--- src/rtl/spreg_pkg.sv ---
package spreg_pkg;

    localparam int DW   = 8;
    localparam int NREG = 32;
    localparam int AW   = $clog2(NREG);
    localparam int BW   = $clog2(DW);

    // register 0 field positions
    localparam int B_3W  = 7;
    localparam int B_LSB = 6;
    localparam int B_RST = 5;

    typedef enum logic [1:0] {
        PH_INSTR = 2'd0,
        PH_DATA  = 2'd1,
        PH_DONE  = 2'd2
    } phase_e;

    typedef struct packed {
        logic          rw;
        logic [1:0]    cnt;
        logic [AW-1:0] addr;
    } instr_t;

    typedef struct packed {
        logic three_wire;
        logic lsb_first;
        logic soft_rst;
    } port_cfg_t;

    function automatic logic [DW-1:0] reg_default(input int k);
        logic [31:0] v;
        v = 32'(k) * 32'd17;
        return (k == 0) ? '0 : v[DW-1:0];
    endfunction

    function automatic logic [DW-1:0] mirror_cfg(input logic [DW-1:0] w);
        return {w[7:3], w[5], w[6], w[7]};
    endfunction

    function automatic logic [AW-1:0] step_addr(input logic [AW-1:0] a, input logic lsb);
        return lsb ? a + AW'(1) : a - AW'(1);
    endfunction

    function automatic port_cfg_t decode_cfg(input logic [DW-1:0] r);
        port_cfg_t c;
        c.three_wire = r[B_3W];
        c.lsb_first  = r[B_LSB];
        c.soft_rst   = r[B_RST];
        return c;
    endfunction

endpackage

--- src/rtl/spreg_bank.sv ---
module spreg_bank
    import spreg_pkg::*;
(
    input  logic                clk,
    input  logic                rst,
    input  logic                wr_en,
    input  logic [AW-1:0]       wr_addr,
    input  logic [DW-1:0]       wr_data,
    input  logic [AW-1:0]       rd_addr,
    output logic [DW-1:0]       rd_data,
    output logic [DW-1:0]       cfg_byte,
    output logic [NREG*DW-1:0]  regs_flat
);

    logic [DW-1:0] mem [NREG];

    always_ff @(posedge clk) begin
        if (rst) begin
            for (int k = 0; k < NREG; k++) begin
                mem[k] <= reg_default(k);
            end
        end else if (mem[0][B_RST]) begin
            // software reset: everything but register 0 to defaults, then self-clear
            for (int k = 1; k < NREG; k++) begin
                mem[k] <= reg_default(k);
            end
            mem[0][B_RST] <= 1'b0;
            mem[0][2]     <= 1'b0;
        end else if (wr_en) begin
            if (wr_addr == '0) begin
                mem[0] <= mirror_cfg(wr_data);
            end else begin
                mem[wr_addr] <= wr_data;
            end
        end
    end

    assign rd_data  = mem[rd_addr];
    assign cfg_byte = mem[0];

    for (genvar g = 0; g < NREG; g++) begin : g_flat
        assign regs_flat[g*DW +: DW] = mem[g];
    end

    // reset request bit is gone one edge after it appears
    a_r9_reset_self_clears: assert property (@(posedge clk) disable iff (rst)
        mem[0][B_RST] |=> !mem[0][B_RST]);

    // the bank is at defaults one edge after the request
    a_r9_defaults_restored: assert property (@(posedge clk) disable iff (rst)
        mem[0][B_RST] |=> (mem[1] == reg_default(1)) && (mem[NREG-1] == reg_default(NREG-1)));

    // low bits of register 0 always mirror the top bits
    a_r8_cfg_mirrored: assert property (@(posedge clk) disable iff (rst)
        (mem[0][0] == mem[0][7]) && (mem[0][1] == mem[0][6]) && (mem[0][2] == mem[0][5]));

endmodule

--- src/rtl/spreg_ctrl.sv ---
module spreg_ctrl
    import spreg_pkg::*;
(
    input  logic            clk,
    input  logic            rst,
    input  logic            cs_n,
    input  logic            din,
    input  port_cfg_t       cfg,
    output logic            wr_en,
    output logic [AW-1:0]   wr_addr,
    output logic [DW-1:0]   wr_data,
    output logic [AW-1:0]   rd_addr,
    output logic            tx_load,
    output phase_e          phase,
    output logic [BW-1:0]   bitcnt,
    output logic            rd_mode
);

    logic [DW-1:0] sh_q;
    logic [DW-1:0] asm_w;
    phase_e        ph_q;
    logic [BW-1:0] cnt_q;
    logic          rw_q;
    logic [1:0]    left_q;
    logic [AW-1:0] addr_q;
    instr_t        ins_w;
    logic          last_w;
    logic          active_w;
    logic          lsb_next;

    always_comb begin
        asm_w    = cfg.lsb_first ? {din, sh_q[DW-1:1]} : {sh_q[DW-2:0], din};
        ins_w    = instr_t'(asm_w);
        last_w   = (cnt_q == BW'(DW-1));
        active_w = !cs_n && !rst;
        wr_en    = active_w && (ph_q == PH_DATA) && last_w && !rw_q;
        wr_addr  = addr_q;
        wr_data  = asm_w;
        // a register 0 write steers the rest of this access immediately
        lsb_next = (wr_en && addr_q == '0) ? asm_w[B_LSB] : cfg.lsb_first;
        rd_addr  = (ph_q == PH_INSTR) ? ins_w.addr : step_addr(addr_q, lsb_next);
        tx_load  = active_w && last_w &&
                   (((ph_q == PH_INSTR) && ins_w.rw) ||
                    ((ph_q == PH_DATA) && rw_q && (left_q != 2'd0)));
    end

    always_ff @(posedge clk) begin
        if (rst) begin
            ph_q   <= PH_INSTR;
            cnt_q  <= '0;
            sh_q   <= '0;
            rw_q   <= 1'b0;
            left_q <= '0;
            addr_q <= '0;
        end else if (cs_n) begin
            ph_q  <= PH_INSTR;
            cnt_q <= '0;
            sh_q  <= '0;
        end else begin
            case (ph_q)
                PH_INSTR: begin
                    cnt_q <= cnt_q + BW'(1);
                    sh_q  <= asm_w;
                    if (last_w) begin
                        rw_q   <= ins_w.rw;
                        left_q <= ins_w.cnt;
                        addr_q <= ins_w.addr;
                        ph_q   <= PH_DATA;
                    end
                end
                PH_DATA: begin
                    cnt_q <= cnt_q + BW'(1);
                    sh_q  <= asm_w;
                    if (last_w) begin
                        if (left_q == 2'd0) begin
                            ph_q <= PH_DONE;
                        end else begin
                            left_q <= left_q - 2'd1;
                            addr_q <= step_addr(addr_q, lsb_next);
                        end
                    end
                end
                default: ;
            endcase
        end
    end

    assign phase   = ph_q;
    assign bitcnt  = cnt_q;
    assign rd_mode = rw_q;

    // a deselected edge leaves the port waiting for an instruction, no partial bits
    a_r7_deselect_restarts: assert property (@(posedge clk) disable iff (rst)
        cs_n |=> (ph_q == PH_INSTR) && (cnt_q == '0));

    // after the counted bytes nothing more is written
    a_r5_no_write_when_done: assert property (@(posedge clk) disable iff (rst)
        (ph_q == PH_DONE) |-> !wr_en);

endmodule

--- src/rtl/spreg_tx.sv ---
module spreg_tx
    import spreg_pkg::*;
(
    input  logic            clk,
    input  logic            rst,
    input  logic            cs_n,
    input  port_cfg_t       cfg,
    input  phase_e          phase,
    input  logic            rd_mode,
    input  logic [BW-1:0]   bitcnt,
    input  logic            tx_load,
    input  logic [DW-1:0]   rd_data,
    output logic            sdio_o,
    output logic            sdio_oe,
    output logic            sdo_o,
    output logic            sdo_oe
);

    logic [DW-1:0] tx_q;
    logic          dout_q;
    logic          drv_q;

    always_ff @(posedge clk) begin
        if (rst) begin
            tx_q <= '0;
        end else if (tx_load) begin
            tx_q <= rd_data;
        end
    end

    // launch on the falling edge so the bit is settled for the host's rising edge
    always_ff @(negedge clk) begin
        if (rst) begin
            dout_q <= 1'b0;
            drv_q  <= 1'b0;
        end else begin
            drv_q  <= !cs_n && (phase == PH_DATA) && rd_mode;
            dout_q <= cfg.lsb_first ? tx_q[bitcnt] : tx_q[~bitcnt];
        end
    end

    assign sdio_o  = dout_q;
    assign sdo_o   = dout_q;
    assign sdio_oe = drv_q && !cs_n && cfg.three_wire;
    assign sdo_oe  = drv_q && !cs_n && !cfg.three_wire;

endmodule

--- src/rtl/spreg_port.sv ---
module spreg_port
    import spreg_pkg::*;
(
    input  logic                sclk,
    input  logic                rst,
    input  logic                cs_n,
    input  logic                sdio_i,
    output logic                sdio_o,
    output logic                sdio_oe,
    output logic                sdo_o,
    output logic                sdo_oe,
    output logic [NREG*DW-1:0]  regs_flat
);

    logic            wr_en;
    logic [AW-1:0]   wr_addr;
    logic [DW-1:0]   wr_data;
    logic [AW-1:0]   rd_addr;
    logic [DW-1:0]   rd_data;
    logic [DW-1:0]   cfg_byte;
    logic            tx_load;
    phase_e          phase;
    logic [BW-1:0]   bitcnt;
    logic            rd_mode;
    port_cfg_t       cfg;

    assign cfg = decode_cfg(cfg_byte);

    spreg_ctrl u_ctrl (
        .clk     (sclk),
        .rst     (rst),
        .cs_n    (cs_n),
        .din     (sdio_i),
        .cfg     (cfg),
        .wr_en   (wr_en),
        .wr_addr (wr_addr),
        .wr_data (wr_data),
        .rd_addr (rd_addr),
        .tx_load (tx_load),
        .phase   (phase),
        .bitcnt  (bitcnt),
        .rd_mode (rd_mode)
    );

    spreg_bank u_bank (
        .clk       (sclk),
        .rst       (rst),
        .wr_en     (wr_en),
        .wr_addr   (wr_addr),
        .wr_data   (wr_data),
        .rd_addr   (rd_addr),
        .rd_data   (rd_data),
        .cfg_byte  (cfg_byte),
        .regs_flat (regs_flat)
    );

    spreg_tx u_tx (
        .clk     (sclk),
        .rst     (rst),
        .cs_n    (cs_n),
        .cfg     (cfg),
        .phase   (phase),
        .rd_mode (rd_mode),
        .bitcnt  (bitcnt),
        .tx_load (tx_load),
        .rd_data (rd_data),
        .sdio_o  (sdio_o),
        .sdio_oe (sdio_oe),
        .sdo_o   (sdo_o),
        .sdo_oe  (sdo_oe)
    );

endmodule

--- config.mk ---
export PLATFORM = sky130hd
export DESIGN_NAME = spreg_port
export DESIGN_NICKNAME = d
export VERILOG_FILES = /design/src/rtl/spreg_pkg.sv /design/src/rtl/spreg_bank.sv /design/src/rtl/spreg_ctrl.sv /design/src/rtl/spreg_tx.sv /design/src/rtl/spreg_port.sv
export SDC_FILE = /design/constraint.sdc
export NUM_CORES = 1
export LEC_CHECK = 0
export CAP_MARGIN = 40
export CORE_MARGIN = 1
export CORE_UTILIZATION = 52
export CTS_CLUSTER_DIAMETER = 60
export DETAILED_ROUTE_END_ITERATION = 10
export GPL_TIMING_DRIVEN = 0
export HOLD_SLACK_MARGIN = 0.03
export PLACE_DENSITY = 0.8
export SETUP_SLACK_MARGIN = 0.3
export SLEW_MARGIN = 20
export SYNTH_ARGS = -nofsm -noshare
export SYNTH_HDL_FRONTEND = slang
export SYNTH_SLANG_ARGS = --single-unit
--- constraint.sdc ---
create_clock -name sclk -period 4.35 [get_ports sclk]
set_input_delay 0.6525 -clock sclk [delete_from_list [all_inputs] [get_ports sclk]]
set_output_delay 0.6525 -clock sclk [all_outputs]
set_load 0.02 [all_outputs]
# [Word-level counts from Yosys, hierarchy flattened]
# Memory sizes are Yosys's and may differ from the RTL's. A register that Yosys moved wholly into a read port is not among the register bits.
# Cells that the tools add are included.
[classes] n_shift=0 n_lt_le_gt_ge=2 n_div=0 n_reduce_logical=31 eq_ne=6 n_mux=77 bitwise=40 add_sub_neg=4 mul=0
[op_table] operator="two-way mux 8 bit" count=33
[op_table] operator="OR 1 bit" count=38
[op_table] operator="two-way mux 5 bit" count=7
[op_table] operator="two-way mux 1 bit" count=23
[op_table] operator="two-way mux 2 bit" count=9
[op_table] operator="logical AND 1 bit" count=15
[op_table] operator="case mux 5 bit (2 select lines)" count=1
[op_table] operator="less-than comparator 3 x 4 -> 1 bit (second input constant)" count=2
[op_table] operator="case mux 2 bit (2 select lines)" count=2
[op_table] operator="OR reduction 8 bit" count=1
[op_table] operator="binary-select mux 1 bit (select 3 bit)" count=2
[op_table] operator="adder 5 x 1 -> 5 bit (second input constant)" count=1
[op_table] operator="zero test 5 bit" count=1
[op_table] operator="AND reduction 5 bit" count=1
[op_table] operator="subtractor 5 x 1 -> 5 bit (second input constant)" count=1
[op_table] operator="zero test 1 bit" count=4
[op_table] operator="zero test 2 bit" count=2
[op_table] operator="!= test 2 x 1 -> 1 bit (second input constant)" count=2
[op_table] operator="!= test 2 bit (second input constant)" count=2
[op_table] operator="AND reduction 4 bit" count=1
[op_table] operator="nonzero test 2 bit" count=2
[op_table] operator="OR reduction 2 bit" count=2
[op_table] operator="adder 3 x 1 -> 3 bit (second input constant)" count=1
[op_table] operator="equality test 3 bit (second input constant)" count=1
[op_table] operator="other kinds (6)" count=6
[totals] romBits=0 output_inout_bits=260 latchBits=0 mem_bits_rw=256 reg_bits=23 inputBits=4 mem_count=1
[mem_list] name="u_bank.mem" words=32 word_bits=8 rd=33 rd_clocked_by_memory_dff=1 write_ports=32 line_no="spreg_bank.sv:15" rtl="logic [DW-1:0] mem [NREG];"

# [Longest topological paths before layout]
[logic_depth] ltp_word=11 ltp_mapped=16 ltp_nobuf=15

# [Modules after synthesis]
# Synthesis repeated with hierarchy kept, for this count alone.
[unflattened] hier_cells=964 hier_area_um2=13924.6
[by_module_without_submodules] mod="spreg_bank" n_inst=1 seq_area_each_um2=7687.4 cells_each=743 area_each_um2=12051.6
[by_module_without_submodules] mod="spreg_ctrl" n_inst=1 seq_area_each_um2=420.4 cells_each=172 area_each_um2=1362.6
[by_module_without_submodules] mod="spreg_tx" n_inst=1 seq_area_each_um2=200.2 cells_each=49 area_each_um2=510.5

==> flow_summary.yaml <==
critical_path:
  cp_cell_sequence: "nor3b_2 -> buf_4"
  r2r_slack_ns: 0.45
  path_class: "reg2out"
  start_kind: "register"
  crit_fanout: 2
  endpoint_kind: "output pin"
  arrival_ns: 3.40
  max_stage_delay_ns: 0.32
  cp_slowest_cell: "dfxtp_2"
  crit_required_ns: 3.70
synthesis:
  ys.warnings.count: 0
  synthCells: 1029
  netlist_area_sq_um: 13300
  yosysTopAreaCell: "edfxtp_1"
  synth_top_area_share_pct: 57.6
  synth_edf_count: 256
  ys.flop_type: "edfxtp_1"
  ys_seq_elements: 287
  avgSynthCellArea_sq_um: 13.0
  syn_nets: 1037
  ys_async_sr_fraction_pct: 0
  yosysUniqueCellTypes: 54
  synthTopCellsByArea: "edfxtp_1 58%, mux4_2 11%, nand2_1 6.0%"
  yosysSeqAreaShare_pct: 62.3
timing:
  max_slew_margin_pct: 38.5
  finalSetupViolations: 0
  clock-skew-final_ns: 0.0534
  hold_viol_final: 0
  tightest_slew_ns: 0.923
  slew_viol_final: 0
  hold_slack_ns: 0.453
  rsz0062_at_grt: "true"
grt:
  grt_usage_pct: 34.5
  grt_pass1_wl_um: 65100
  grt_busiest_layer: "met2"
  grtUsageMet3_pct: 7.64
  grt_use_met2_pct: 53.8
  grt_max_degree: 16
  grt_pass1_vias: 10200
  grtUsageMet1_pct: 45.3
  grt_overflow_total: 0
  antenna_found_initial: 0
floorplan:
  initial_utilization_pct: 53.0
  die_x_um: 162
  fp.dieH_um: 162
  io_pins: 264
  rows: 58
  core-area_sq_um: 25200
  dieArea_sq_um: 26300
place:
  dpl_cell_area_sq_um: 16400
  dp_hpwl_um: 32300
  place_congestion: 0.949
  io_buffers: 263
clocking:
  clock_path_buffers: 3
  cts.sinks: 287
  h-tree-depth: 1
  cts_root_buf: "clkbuf_16"
  hold_buffers: 0
  clock_latency_ns: 0.60
  cts_tree: "built"
  cts_made_buffers: 29
  clk_pin_slew_ns: 0.06
routing:
  drc: 0
  wl_per_cell_um: 26.6
  detail-route-antenna-nets: 0
  wl_um: 44900
  dr.first_iter.drc_count: 1360
  vias: 10500
  via_per_inst: 6.22
  firstDrtPassIters: 6
cells_and_area:
  syn_to_final_growth_pct: 31.1
  design_area_sq_um: 17500
  utilization_pct: 69.4
  drive_gt1_share_pct: 13.4
  nets: 1347
  num_antenna_cells: 0
power_and_ir_drop:
  leakagePower_nw: 5.77
  power.density_nw_per_um2: 343
  peakVddDrop_uv: 257
run_status:
  status: "completed"
job:
  max_cap_viol_count: 0
hold_path:
  hold_class: "reg2reg"
[registers in the layout (all words and copies together) (netlist names)]
signal	count
u_ctrl.wr_addr	5
u_tx.drv_q	1
u_tx.sdio_o	1
u_ctrl.phase	2
u_ctrl.sh_q	8
u_ctrl.rd_mode	1
u_tx.tx_q	8
u_ctrl.bitcnt	3
u_bank.mem	256
u_ctrl.left_q	2
[path summary, 6_finish.rpt]
kind,start,endpoint,cells past startpoint
hold / removal,u_ctrl.left_q[1],u_ctrl.left_q[1],2
setup / recovery,u_tx.drv_q,sdo_oe,2
setup reg to reg,u_ctrl.bitcnt[1],u_tx.tx_q[0],16
hold reg to reg,u_ctrl.left_q[1],u_ctrl.left_q[1],2
[through the flow]
step	cells	setup TNS (ns)	power [mW]	worst slack, ns
after floorplan	1029	0	3.38	0.511
after global placement	1622	-7.33	3.59	-0.834
after detailed placement	1629	-6.66	3.59	-0.865
after CTS	1686	0	5.98	0.289
after global routing	1691	0	6.10	0.248
final	1691	0	6.00	0.296
[power breakdown]
group,switching [mW],internal [mW],total [mW]
registers,0.0436,3.05,3.09
logic,0.271,0.182,0.453
clock network,1.11,1.35,2.45
total,1.42,4.58,6.00
[layout make-up]
cell class / instances / area, sq um
sequential: 287 / 8310
fill: 1734 / 7690
multi-input combinational: 667 / 4690
timing repair buffer: 278 / 2760
clock buffer: 32 / 737
tap: 330 / 413
buffer: 71 / 388
clock inverter: 23 / 176
inverter: 3 / 11.3
[layout by cell type, fill, tap and decap left out, types with 3 or more instances in the layout]
| master | synthesis | routed |
|---|---|---|
| clkbuf_4 | 0 | 3 |
| or2_2 | 4 | 4 |
| nand3_1 | 5 | 5 |
| clkinv_2 | 0 | 8 |
| buf_6 | 8 | 15 |
| clkdlybuf4s50_1 | 0 | 259 |
| nor2_1 | 195 | 195 |
| and3b_1 | 4 | 4 |
| o21ai_0 | 7 | 6 |
| nor3b_1 | 13 | 12 |
| buf_2 | 12 | 7 |
| clkinv_1 | 0 | 4 |
| and2_1 | 10 | 10 |
| inv_1 | 4 | 5 |
| nand2_1 | 215 | 215 |
| mux2i_2 | 1 | 3 |
| and3_1 | 3 | 3 |
| nor3_1 | 4 | 4 |
| nand2b_1 | 6 | 6 |
| clkbuf_1 | 45 | 47 |
| edfxtp_1 | 256 | 256 |
| ha_1 | 4 | 3 |
| o211ai_1 | 4 | 4 |
| dfxtp_1 | 31 | 28 |
| a21oi_1 | 17 | 17 |
| a211oi_1 | 17 | 17 |
| a211o_1 | 8 | 8 |
| nor2b_1 | 3 | 3 |
| mux4_1 | 4 | 4 |
| clkinvlp_4 | 0 | 4 |
| mux4_2 | 65 | 65 |
| mux2i_1 | 45 | 43 |
| nand3b_1 | 3 | 3 |
| buf_4 | 5 | 17 |
| clkbuf_16 | 0 | 29 |
[per-layer routing]
layer | up-vias | wire length (um)
met4 | 0 | 2670
li1 | 4361 | -
met2 | 875 | 20700
met5 | - | 0
met3 | 158 | 5680
met1 | 5130 | 15900
[critical path: cells and delay by family (launching register included)]
family / cells / cell delay, ns
buffers and inverters: 1 / 0.16
DFF: 1 / 0.32
and+or+nand+nor: 1 / 0.14
[cell families (layout without fill, tap and decap cells)]
logic type | count (synthesis) | count (layout) | synth area share (%)
multiplexers | 119 | 119 | 15.7
AND/OR/NAND/NOR | 477 | 477 | 15.2
AO/OA/AOI/OAI | 64 | 64 | 3.37
buffers and inverters | 75 | 407 | 2.81
XOR/XNOR | 3 | 3 | 0.197
flip-flops | 287 | 287 | 62.3
adder cells (fa/ha/maj) | 4 | 4 | 0.375
[synth_stat cells, types with 3 or more instances]
| cell type | count |
|---|---|
| nor3_1 | 4 |
| a211oi_1 | 17 |
| mux2i_1 | 45 |
| nand3_1 | 5 |
| nor3b_1 | 13 |
| clkbuf_1 | 45 |
| nor2b_1 | 3 |
| nand2b_1 | 6 |
| or2_2 | 4 |
| o211ai_1 | 4 |
| and3_1 | 3 |
| a211o_1 | 8 |
| buf_4 | 5 |
| buf_2 | 12 |
| dfxtp_1 | 31 |
| buf_6 | 8 |
| nor2_1 | 195 |
| mux4_2 | 65 |
| edfxtp_1 | 256 |
| ha_1 | 4 |
| mux4_1 | 4 |
| a21oi_1 | 17 |
| and3b_1 | 4 |
| and2_1 | 10 |
| nand2_1 | 215 |
| o21ai_0 | 7 |
| inv_1 | 4 |
| nand3b_1 | 3 |
[repair_timing]
action,in CTS,in global routing
endpoints found under the setup margin,12,10
buffers inserted,3,1
pin swaps,2,1
endpoints found under the hold margin,0,0
gates resized for setup,27,16
Power figures use the tool's default switching activity.
